### config.mk
export PLATFORM = sky130hd
export DESIGN_NAME = tlb_mas_match
export DESIGN_NICKNAME = d
export VERILOG_FILES = /design/src/rtl/tlbm_pkg.sv /design/src/rtl/tlbm_entry_cmp.sv /design/src/rtl/tlbm_first_pick.sv /design/src/rtl/tlb_mas_match.sv
export SDC_FILE = /design/constraint.sdc
export NUM_CORES = 1
export LEC_CHECK = 0
export ABC_AREA = 1
export BUFFER_PORTS_ARGS = -buffer_cell sky130_fd_sc_hd__buf_2
export CAP_MARGIN = 10
export CELL_PAD_IN_SITES_DETAIL_PLACEMENT = 2
export CELL_PAD_IN_SITES_GLOBAL_PLACEMENT = 2
export CORE_MARGIN = 4
export CORE_UTILIZATION = 26
export CTS_BUF_LIST = sky130_fd_sc_hd__clkbuf_4
export CTS_CLUSTER_SIZE = 16
export DETAILED_ROUTE_END_ITERATION = 16
export PLACE_DENSITY_LB_ADDON = 0.05
export SLEW_MARGIN = 20
export SYNTH_ARGS = -nofsm -noshare
export SYNTH_HDL_FRONTEND = slang
export SYNTH_HIERARCHICAL = 1
export SYNTH_SLANG_ARGS = --single-unit
### constraint.sdc
create_clock -name clk -period 1 [get_ports clk]
set_input_delay 0.05 -clock clk [delete_from_list [all_inputs] [get_ports clk]]
set_output_delay 0.05 -clock clk [all_outputs]
set_load 0.02 [all_outputs]
### src/rtl/tlbm_pkg.sv
package tlbm_pkg;
   typedef enum logic [1:0] {
      ST_HIT   = 2'd0,
      ST_MISS  = 2'd1,
      ST_ACCV  = 2'd2,
      ST_EXECV = 2'd3
   } tlbm_status_e;

   localparam logic [1:0] K_LOAD  = 2'd0;
   localparam logic [1:0] K_STORE = 2'd1;
   localparam logic [1:0] K_FETCH = 2'd2;

   localparam int PAGE_LOG2 = 10;
   localparam int PERM_W    = 6;
endpackage

### src/rtl/tlbm_entry_cmp.sv
module tlbm_entry_cmp
   import tlbm_pkg::*;
#(
   parameter int EAW  = 48,
   parameter int RAW  = 40,
   parameter int PIDW = 8,
   parameter int SZW  = 4
) (
   input  logic [EAW-1:0]    ea,
   input  logic [1:0]        kind,
   input  logic              use_ext,
   input  logic              as_bit,
   input  logic              user,
   input  logic [PIDW-1:0]   pid0,
   input  logic [PIDW-1:0]   pid1,
   input  logic [PIDW-1:0]   pid2,
   input  logic [PIDW-1:0]   ext_pid,
   input  logic              e_valid,
   input  logic [PIDW-1:0]   e_tid,
   input  logic              e_ts,
   input  logic [SZW-1:0]    e_size,
   input  logic [EAW-1:0]    e_epn,
   input  logic [RAW-1:0]    e_rpn,
   input  logic [PERM_W-1:0] e_perm,
   output logic              cand,
   output logic              allowed,
   output logic [RAW-1:0]    ra
);
   localparam int SHW = $clog2(EAW) + 1;

   logic [SHW-1:0] shift;
   logic [EAW-1:0] keep_mask;
   logic [RAW-1:0] rmask;
   logic           addr_ok, pid_ok, ts_ok;
   logic [2:0]     rights;

   assign shift     = SHW'(PAGE_LOG2) + SHW'(e_size);
   assign keep_mask = {EAW{1'b1}} << shift;
   assign rmask     = keep_mask[RAW-1:0];
   assign addr_ok   = ((ea ^ e_epn) & keep_mask) == '0;
   assign ts_ok     = (e_ts == as_bit);

   always_comb begin
      if (e_tid == '0)
         pid_ok = 1'b1;
      else if (use_ext)
         pid_ok = (e_tid == ext_pid);
      else
         pid_ok = (e_tid == pid0)
                | ((pid1 != '0) & (e_tid == pid1))
                | ((pid2 != '0) & (e_tid == pid2));
   end

   assign cand   = e_valid & addr_ok & pid_ok & ts_ok;
   assign rights = user ? e_perm[2:0] : e_perm[5:3];

   always_comb begin
      case (kind)
         K_STORE: allowed = rights[1];
         K_FETCH: allowed = rights[2];
         default: allowed = rights[0];
      endcase
   end

   assign ra = (e_rpn & rmask) | (ea[RAW-1:0] & ~rmask);
endmodule

### src/rtl/tlbm_first_pick.sv
module tlbm_first_pick #(
   parameter int N    = 4,
   parameter int IDXW = 2
) (
   input  logic [N-1:0]    cand,
   output logic            found,
   output logic [IDXW-1:0] idx
);
   always_comb begin
      idx = '0;
      for (int i = N - 1; i >= 0; i--) begin
         if (cand[i]) idx = IDXW'(i);
      end
   end
   assign found = |cand;
endmodule

### src/rtl/tlb_mas_match.sv
module tlb_mas_match
   import tlbm_pkg::*;
#(
   parameter int NUM_ENT = 4,
   parameter int EAW     = 48,
   parameter int RAW     = 40,
   parameter int PIDW    = 8,
   parameter int SZW     = 4,
   localparam int IDXW   = (NUM_ENT > 1) ? $clog2(NUM_ENT) : 1
) (
   input  logic                        clk,
   input  logic                        rst_n,
   input  logic                        req_valid,
   input  logic [EAW-1:0]              req_ea,
   input  logic [1:0]                  req_kind,
   input  logic                        req_ext,
   input  logic                        ctx_wide,
   input  logic                        ctx_user,
   input  logic                        ctx_ispace,
   input  logic                        ctx_dspace,
   input  logic [PIDW-1:0]             pid0,
   input  logic [PIDW-1:0]             pid1,
   input  logic [PIDW-1:0]             pid2,
   input  logic [PIDW-1:0]             ext_pid,
   input  logic                        ext_as,
   input  logic                        ext_user,
   input  logic [NUM_ENT-1:0]          ent_valid,
   input  logic [NUM_ENT*PIDW-1:0]     ent_tid,
   input  logic [NUM_ENT-1:0]          ent_ts,
   input  logic [NUM_ENT*SZW-1:0]      ent_size,
   input  logic [NUM_ENT*EAW-1:0]      ent_epn,
   input  logic [NUM_ENT*RAW-1:0]      ent_rpn,
   input  logic [NUM_ENT*PERM_W-1:0]   ent_perm,
   output logic                        res_valid,
   output logic [1:0]                  res_status,
   output logic [IDXW-1:0]             res_index,
   output logic [RAW-1:0]              res_ra,
   output logic                        res_illegal
);
   // elaboration-time parameter checks
   if (RAW > EAW) begin : g_bad_raw
      $error("RAW must not exceed EAW");
   end
   if (EAW < PAGE_LOG2 + (1 << SZW)) begin : g_bad_eaw
      $error("EAW too small for the largest page size");
   end
   if (RAW <= PAGE_LOG2) begin : g_bad_small
      $error("RAW must exceed the smallest page offset");
   end

   logic [EAW-1:0] ea_eff;
   logic           is_fetch, illegal, as_bit, user_eff;
   logic [NUM_ENT-1:0] cand, allow;
   logic [RAW-1:0] ra_all [NUM_ENT];
   logic           found;
   logic [IDXW-1:0] sel;

   tlbm_status_e   st_n;
   logic [RAW-1:0] ra_n;
   logic [IDXW-1:0] idx_n;

   if (EAW > 32) begin : g_trunc
      assign ea_eff = ctx_wide ? req_ea : {{(EAW-32){1'b0}}, req_ea[31:0]};
   end else begin : g_notrunc
      assign ea_eff = req_ea;
   end

   assign is_fetch = (req_kind == K_FETCH);
   assign illegal  = req_ext & is_fetch;
   assign as_bit   = is_fetch ? ctx_ispace : (req_ext ? ext_as : ctx_dspace);
   assign user_eff = req_ext ? ext_user : ctx_user;

   for (genvar e = 0; e < NUM_ENT; e++) begin : g_ent
      tlbm_entry_cmp #(.EAW(EAW), .RAW(RAW), .PIDW(PIDW), .SZW(SZW)) u_cmp (
         .ea      (ea_eff),
         .kind    (req_kind),
         .use_ext (req_ext),
         .as_bit  (as_bit),
         .user    (user_eff),
         .pid0    (pid0),
         .pid1    (pid1),
         .pid2    (pid2),
         .ext_pid (ext_pid),
         .e_valid (ent_valid[e]),
         .e_tid   (ent_tid[e*PIDW +: PIDW]),
         .e_ts    (ent_ts[e]),
         .e_size  (ent_size[e*SZW +: SZW]),
         .e_epn   (ent_epn[e*EAW +: EAW]),
         .e_rpn   (ent_rpn[e*RAW +: RAW]),
         .e_perm  (ent_perm[e*PERM_W +: PERM_W]),
         .cand    (cand[e]),
         .allowed (allow[e]),
         .ra      (ra_all[e])
      );
   end

   tlbm_first_pick #(.N(NUM_ENT), .IDXW(IDXW)) u_pick (
      .cand  (cand),
      .found (found),
      .idx   (sel)
   );

   always_comb begin
      st_n  = ST_MISS;
      ra_n  = '0;
      idx_n = '0;
      if (!illegal && found) begin
         idx_n = sel;
         if (allow[sel]) begin
            st_n = ST_HIT;
            ra_n = ra_all[sel];
         end else begin
            st_n = is_fetch ? ST_EXECV : ST_ACCV;
         end
      end
   end

   always_ff @(posedge clk or negedge rst_n) begin
      if (!rst_n) begin
         res_valid   <= 1'b0;
         res_status  <= ST_MISS;
         res_index   <= '0;
         res_ra      <= '0;
         res_illegal <= 1'b0;
      end else begin
         res_valid <= req_valid;
         if (req_valid) begin
            res_status  <= st_n;
            res_index   <= idx_n;
            res_ra      <= ra_n;
            res_illegal <= illegal;
         end
      end
   end
endmodule

Word level (Yosys, flattened, before mapping)
Cells that the tools add are included.

Register bits: 46. Input port bits: 524. Output and inout port bits: 46. Word-level logic and storage cells: 139.

$add $sub $neg: 4. Order comparisons: 2. Equal/unequal tests: 22. Shift-type cells: 4. Mux-type cells: 35. Bitwise logic cells: 54. Reductions and logical operators: 13.

Operators with widths (count): 40-bit bitwise AND (8); 48-bit bitwise AND (4); 48-bit zero test (4); 48-bit by 7-bit << shifter with 48-bit output, first input constant (4); 48-bit XOR (4); 40-bit two-way mux (4); 40-bit NOT (4); 40-bit bitwise OR (4); 8-bit equality test (16); 40-bit binary-select mux with 2-bit select (1); 48-bit two-way mux (1); 8-bit zero test (4); 1-bit bitwise AND (21); 4-bit by 4-bit adder with 5-bit output, first input constant (4); 8-bit nonzero test (2); 2-bit two-way mux (7); 1-bit two-way mux (13); 3-bit two-way mux (4); 1-bit bitwise OR (8); 1-bit case mux with 2 select lines (4); 1-bit equality test (4); 4-bit OR reduction (1); 3-bit >= comparator, second input constant (1); 2-bit by 3-bit less-than comparator with 1-bit output, second input constant (1); 6 further kinds (6).

Longest topological paths before layout
Depth in word-level cells: 18. Mapped depth: 29. Depth with buffers taken out: 27.

Modules after synthesis
The synthesis kept the hierarchy.

Modules (own cells, without submodules): tlbm_entry_cmp (instances 4, cells an instance 448, area an instance 2421.1 um^2); tlb_mas_match (instances 1, cells an instance 716, area an instance 4165.2 um^2); tlbm_first_pick (instances 1, cells an instance 9, area an instance 46.3 um^2).

Least setup slack after synthesis
Ideal clock, no wire load.

Kind: in2reg. Start point: input ctx_wide. End point: register res_ra[2]. Data arrival time: 2322 ps. Data required time: 883 ps. Setup slack: -1439 ps. Stages on the path: 25. Buffers on the path: 4. Cells stage by stage: clkbuf_1 > clkbuf_1 > nand2_1 > inv_1 > inv_1 > nand2_1 > nand2_1 > nor2_1 > nand2_1 > nor2_1 > nand4_1 > nor2_1 > nand2_1 > nor2_2 > nand2_1 > a21oi_2 > inv_2 > buf_6 > nand2_1 > nand2_1 > nand2_2 > nand2_4 > buf_12 > nand3_1 > nand2_1.

Word-level cells in the longest chain between the ends: 17.

Ends and longest elaborated chain: start, declared (RTL line tlb_mas_match.sv:17) `input logic ctx_wide,`; 48-bit two-way mux (*) (RTL line tlb_mas_match.sv:63) `assign ea_eff = ctx_wide ? req_ea : {{(EAW-32){1'b0}}, req_ea[31:0]};`; via ea_eff[40] (RTL line tlb_mas_match.sv:51) `logic [EAW-1:0] ea_eff;`; 48-bit XOR (*) (RTL line tlbm_entry_cmp.sv:40) `assign addr_ok = ((ea ^ e_epn) & keep_mask) == '0;`; 48-bit bitwise AND (*) (RTL line tlbm_entry_cmp.sv:40); 48-bit zero test (*) (RTL line tlbm_entry_cmp.sv:40); 1-bit bitwise AND (*) (3 in series) (RTL line tlbm_entry_cmp.sv:54) `assign cand = e_valid & addr_ok & pid_ok & ts_ok;`; via cand[3] (RTL line tlb_mas_match.sv:53) `logic [NUM_ENT-1:0] cand, allow;`; 2-bit two-way mux (*) (4 in series) (RTL line tlbm_first_pick.sv:12) `if (cand[i]) idx = IDXW'(i);`; via sel[0] (RTL line tlb_mas_match.sv:56) `logic [IDXW-1:0] sel;`; 2-bit NOT with 3-bit output (not written as such) (RTL line tlb_mas_match.sv:111) `ra_n = ra_all[sel];`; 40-bit binary-select mux with 2-bit select (RTL line tlb_mas_match.sv:111); 40-bit two-way mux (not written as such) (2 in series) (RTL line tlb_mas_match.sv:111); 40-bit two-way mux (*) (RTL line tlb_mas_match.sv:109) `if (allow[sel]) begin`; 40-bit two-way mux (*) (RTL line tlb_mas_match.sv:107) `if (!illegal && found) begin`; end signal, assigned (RTL line tlb_mas_match.sv:130) `res_ra <= ra_n;`; end, declared (RTL line tlb_mas_match.sv:37) `output logic [RAW-1:0] res_ra,`.

The timed path passes the listed nets; every way through them passes the cells marked *. The select of a mux whose other input is x is not followed. A chain may end at the register's enable or synchronous reset.

Final worst setup path
Start point: input ent_size[6]. End point: register res_ra[15].

Word-level cells in the longest chain between the ends: 15.

Ends and longest elaborated chain: start, declared (RTL line tlb_mas_match.sv:30) `input logic [NUM_ENT*SZW-1:0] ent_size,`; 4-bit by 4-bit adder with 5-bit output (*) (RTL line tlbm_entry_cmp.sv:37) `assign shift = SHW'(PAGE_LOG2) + SHW'(e_size);`; 48-bit by 7-bit << shifter with 48-bit output (*) (RTL line tlbm_entry_cmp.sv:38) `assign keep_mask = {EAW{1'b1}} << shift;`; 48-bit bitwise AND (*) (RTL line tlbm_entry_cmp.sv:40); 48-bit zero test (*) (RTL line tlbm_entry_cmp.sv:40); 1-bit bitwise AND (*) (3 in series) (RTL line tlbm_entry_cmp.sv:54); via cand[1] (RTL line tlb_mas_match.sv:53); 2-bit two-way mux (*) (2 in series) (RTL line tlbm_first_pick.sv:12); via sel[0] (RTL line tlb_mas_match.sv:56); 2-bit NOT with 3-bit output (not written as such) (RTL line tlb_mas_match.sv:111); 40-bit binary-select mux with 2-bit select (RTL line tlb_mas_match.sv:111); 40-bit two-way mux (not written as such) (2 in series) (RTL line tlb_mas_match.sv:111); 40-bit two-way mux (*) (RTL line tlb_mas_match.sv:109); 40-bit two-way mux (*) (RTL line tlb_mas_match.sv:107).

Marks and branches as above.

==> metrics.md <==
| Metric | Value |
|---|---|
| GRT Resource Usage Total | 32.0% |
| Mapped Cells | 2517 |
| Met2 Wirelength | 48300 µm |
| Post-DP HPWL | ~80000 µm |
| Post-synthesis sequential area ratio | 8.29% |
| Standard-cell rows | 84 |
| R2R depth | 4 |
| Remaining Overflow, GRT | 0 |
| Port-buffer cells | 569 |
| Slew HR | between 50 and 60% |
| Post-synth top cells | 915 x nand2_1, 442 x inv_1, 221 x nor2_1, 143 x nand3_1, 104 x xor2_1 |
| Final cell count without fillers | about 4200 |
| Startpoint Class | input pin |
| Final WL | between 90000 and 100000 µm |
| Clock-pin slew on the worst setup and hold paths | 210 ps |
| GPL Wtd Cong | 0.964 |
| Max Buffers Root-to-Sink | 2 |
| NumNets Final | between 3000 and 4000 |
| Hold Path Sink | res_ra[35]$_DFFE_PN0P_ |
| Post-Syn Area | 0.0139 mm² |
| Share of cells above drive strength 1 | 42.3% |
| Fin crit period | 2720 ps |
| Avg Vias per Cell | 4.84 |
| Asr flop ratio synth | 100% |
| Top routing layer in use | met5 |
| Main synth FF type | dfrtp_1 |
| Pwr/cell area | 572 mW/mm² |
| Cell with the most instances after synthesis | nand2_1 |
| RSZ-0062 raised after global routing | true |
| Netlist cell types | 32 |
| Die Span X | between 200 and 250 µm |
| Vias in the first global route | 21700 |
| R2r setup slk | 60 ps |
| First-pass GRT wire length | 137000 µm |
| Critical path class | in -> reg |
| Syn Nets | 3065 |
| IO Pins | between 500 and 600 |
| Clock Latency Late Sink | approximately 430 ps |
| First drt pass iteration count | 5 |
| H-tree depth | 2 |
| CTS tree | built |
| CORE AREA | 0.0528 mm² |
| 1st-iter DRT viols | 1019 |
| Final setup viols | 90 |
| LEAKAGE | about 13 nW |
| DIE AREA | 0.0572 mm² |
| Reg power frac | 14.7% |
| Yosys reg bits | 46 |
| Final period utilization | 272% |
| Status | finished, violations left |
| Largest net degree at the start of global routing | 47 |
| Hold Violations, Final | 0 |
| Remaining DRCs | 0 |
| Multi-input gate area | 0.0109 mm² |
| Max Freq | 368 MHz |
| Avg Cell Area, Syn | 5.52 µm² |
| Final WS setup | -1720 ps |
| Synth Warn # | 6 |
| Area contributors post-synth | nand2_1 25%, inv_1 12%, dfrtp_1 8.1% |
| Top cell type by total area after synthesis | nand2_1 |
| DR vias | 20100 |
| NetSw | 6.38 mW |
| Worst EP required | 1340 ps |
| Max Cap Viol | 0 |
| Critical path arrival | 3060 ps |
| Sink Count | 46 |
| Tot Pwr | 12.8 mW |
| Number of synthesized flops with an enable pin | 0 |
| Synth top area share | about a quarter |
| Max-slew violation count | 0 |
| Hold Crit Start | ent_rpn[35] |
| Hold path cells | 7 |
| Synth-to-layout area growth | 60.6% |
| Fillers | 6731 |
| Worst clock skew | 0 ps |
| Hold WC Path Type | in -> reg |
| Final Util | 42.3% |
| Reg-to-reg critical path endpoint | res_ra[30]$_DFFE_PN0P_ |
| DP Cell Count | just over 4000 |
| Comb pwr share | 75.8% |
| Slew @ Worst Pin | roughly 620 ps |
| Met1 wire length | 41600 µm |
| P_int | 6.38 mW |
| Switching Fraction | 50.0% |
| Initial Util | a little over a quarter |
| Max FO, Critical Path | 10 |
| Initial antenna violation count | 43 |
| RR Startpoint | res_ra[30]$_DFFE_PN0P_ |
| Met3 WL | approximately 6400 µm |
| Root Driver | clkbuf_4 |
| Sequential cell area | 0.00116 mm² |
| Antenna-violating nets left | 0 |
| Die height | around 240 µm |
| VDD IR max | 451 µV |
| Clock Power Share | a little under a tenth |
| Crit end category | flip-flop |
| WL/cell | 24.0 µm |
| Failing checks | setup timing |
| Clock buffer count from CTS | 5 |
==> routing by layer <==
layer	track usage (%)	vias to the layer above
met2	55.4	625
li1	-	9433
met1	40.6	9864
met4	10.1	26
met3	5.35	176
met5	0	-
==> sequential cells by signal, indices dropped and copies added, names as in the netlist <==
name         count
res_ra          40
res_index        2
res_status       2
res_illegal      1
res_valid        1
==> kinds of logic after synthesis <==
| kind of cell | share of synthesized area (%) |
|---|---|
| AND/OR/NAND/NOR | 45.9 |
| buffers and inverters | 19.0 |
| XOR/XNOR | 12.6 |
| AO/OA/AOI/OAI | 4.84 |
| multiplexers | 7.21 |
| flip-flops | 8.29 |
| adder cells (fa/ha/maj) | 2.16 |
==> worst max path at each step <==
| stage | endpoint | slack, ps | startpoint |
|---|---|---|---|
| after global placement | res_ra[15]$_DFFE_PN0P_ | -2090 | ctx_wide |
| after CTS | res_ra[15]$_DFFE_PN0P_ | -1480 | ent_size[13] |
| final | res_ra[15]$_DFFE_PN0P_ | -1720 | ent_size[6] |
| after global routing | res_ra[29]$_DFFE_PN0P_ | -1810 | ent_size[6] |
| after floorplan | res_ra[2]$_DFFE_PN0P_ | -1200 | ent_size[9] |
| after detailed placement | res_ra[15]$_DFFE_PN0P_ | -2330 | req_kind[0] |
==> per-stage QoR <==
stage / worst slack (ps) / cell area [µm²] / hold slack (ps) / setup TNS [ps]
after floorplan: -1200 / 14100 / -246 / -51550
after global placement: -2090 / 20200 / 76.8 / -90340
after detailed placement: -2330 / 20200 / 82.0 / -99460
after CTS: -1480 / 21700 / 11.1 / -68240
after global routing: -1810 / 22300 / 57.5 / -82750
final: -1720 / 22300 / 23.4 / -76490
==> power groups by stage <==
| stage | Combinational, mW | Clock [mW] | Sequential (mW) |
|---|---|---|---|
| 2_1_floorplan | 4.18 | 0 | 1.91 |
| 3_3_place_gp | 8.40 | 0 | 1.90 |
| 3_5_place_dp | 8.69 | 0 | 1.90 |
| 4_1_cts | 9.27 | 1.23 | 1.87 |
| 5_1_grt | 10.4 | 1.28 | 1.87 |
| 6_report | 9.68 | 1.21 | 1.87 |
==> area by class of cell <==
class / count / area share, %
Timing Repair Buffer: 1032 / 33.4
Sequential cell: 46 / 5.19
Tap cell: 688 / 3.86
Clock inverter: 3 / 0.107
Inverter: 471 / 8.20
Antenna cell: 28 / 0.314
Multi-Input combinational cell: 1887 / 48.8
Clock buffer: 5 / 0.168
==> placed cells by master (no fill, tap or decap), types with 6 or more instances in the layout <==
cell type	instances
nand4_1	29
buf_16	8
clkbuf_4	6
diode_2	28
clkinvlp_4	6
o21ai_2	12
inv_4	7
a21oi_2	9
buf_6	68
nand3_1	119
xnor2_1	90
nor2_2	29
nand2_1	867
nand3_2	80
buf_2	512
inv_1	418
inv_2	38
nand2_4	22
dfrtp_1	40
buf_8	8
a31oi_1	8
ha_1	13
xnor2_2	6
o22ai_1	12
nor2_4	13
nor2_1	188
o21ai_0	38
mux2_2	89
nor3_1	12
nand2_2	72
xor2_1	104
o21ai_1	11
nand3_4	10
a21oi_1	31
buf_12	33
buf_4	395
ha_4	8
==> critical path, cell delays in order <==
cell and delay [ps]:
clkbuf_4 160, ha_4 200, inv_4 70, nand2_1 80, nand2_2 140, buf_12 170
nand3_2 110, nand2_1 100, o21ai_1 110, nor2_2 220, nand2_2 90, nor2_4 120
nand2_2 60, nor2_2 100, inv_2 70, a21oi_4 230, buf_6 150, clkinv_8 80
nand2_4 80, nand2_4 60, nand2_4 90, nand2_8 70, buf_8 140, buf_12 140
nand3_2 70, nand2_2 60
==> what timing repair did <==
| item | in CTS | in global routing |
|---|---|---|
| resized for setup | 272 | 82 |
| pin swaps | 55 | 60 |
| endpoints found under the setup margin | 90 | 90 |
| gates cloned | 8 | 5 |
| endpoints found under the hold margin | 48 | 0 |
| hold buffers | 2 | 0 |
| buffers inserted | 46 | 21 |
(Power assumes the default switching activity.)
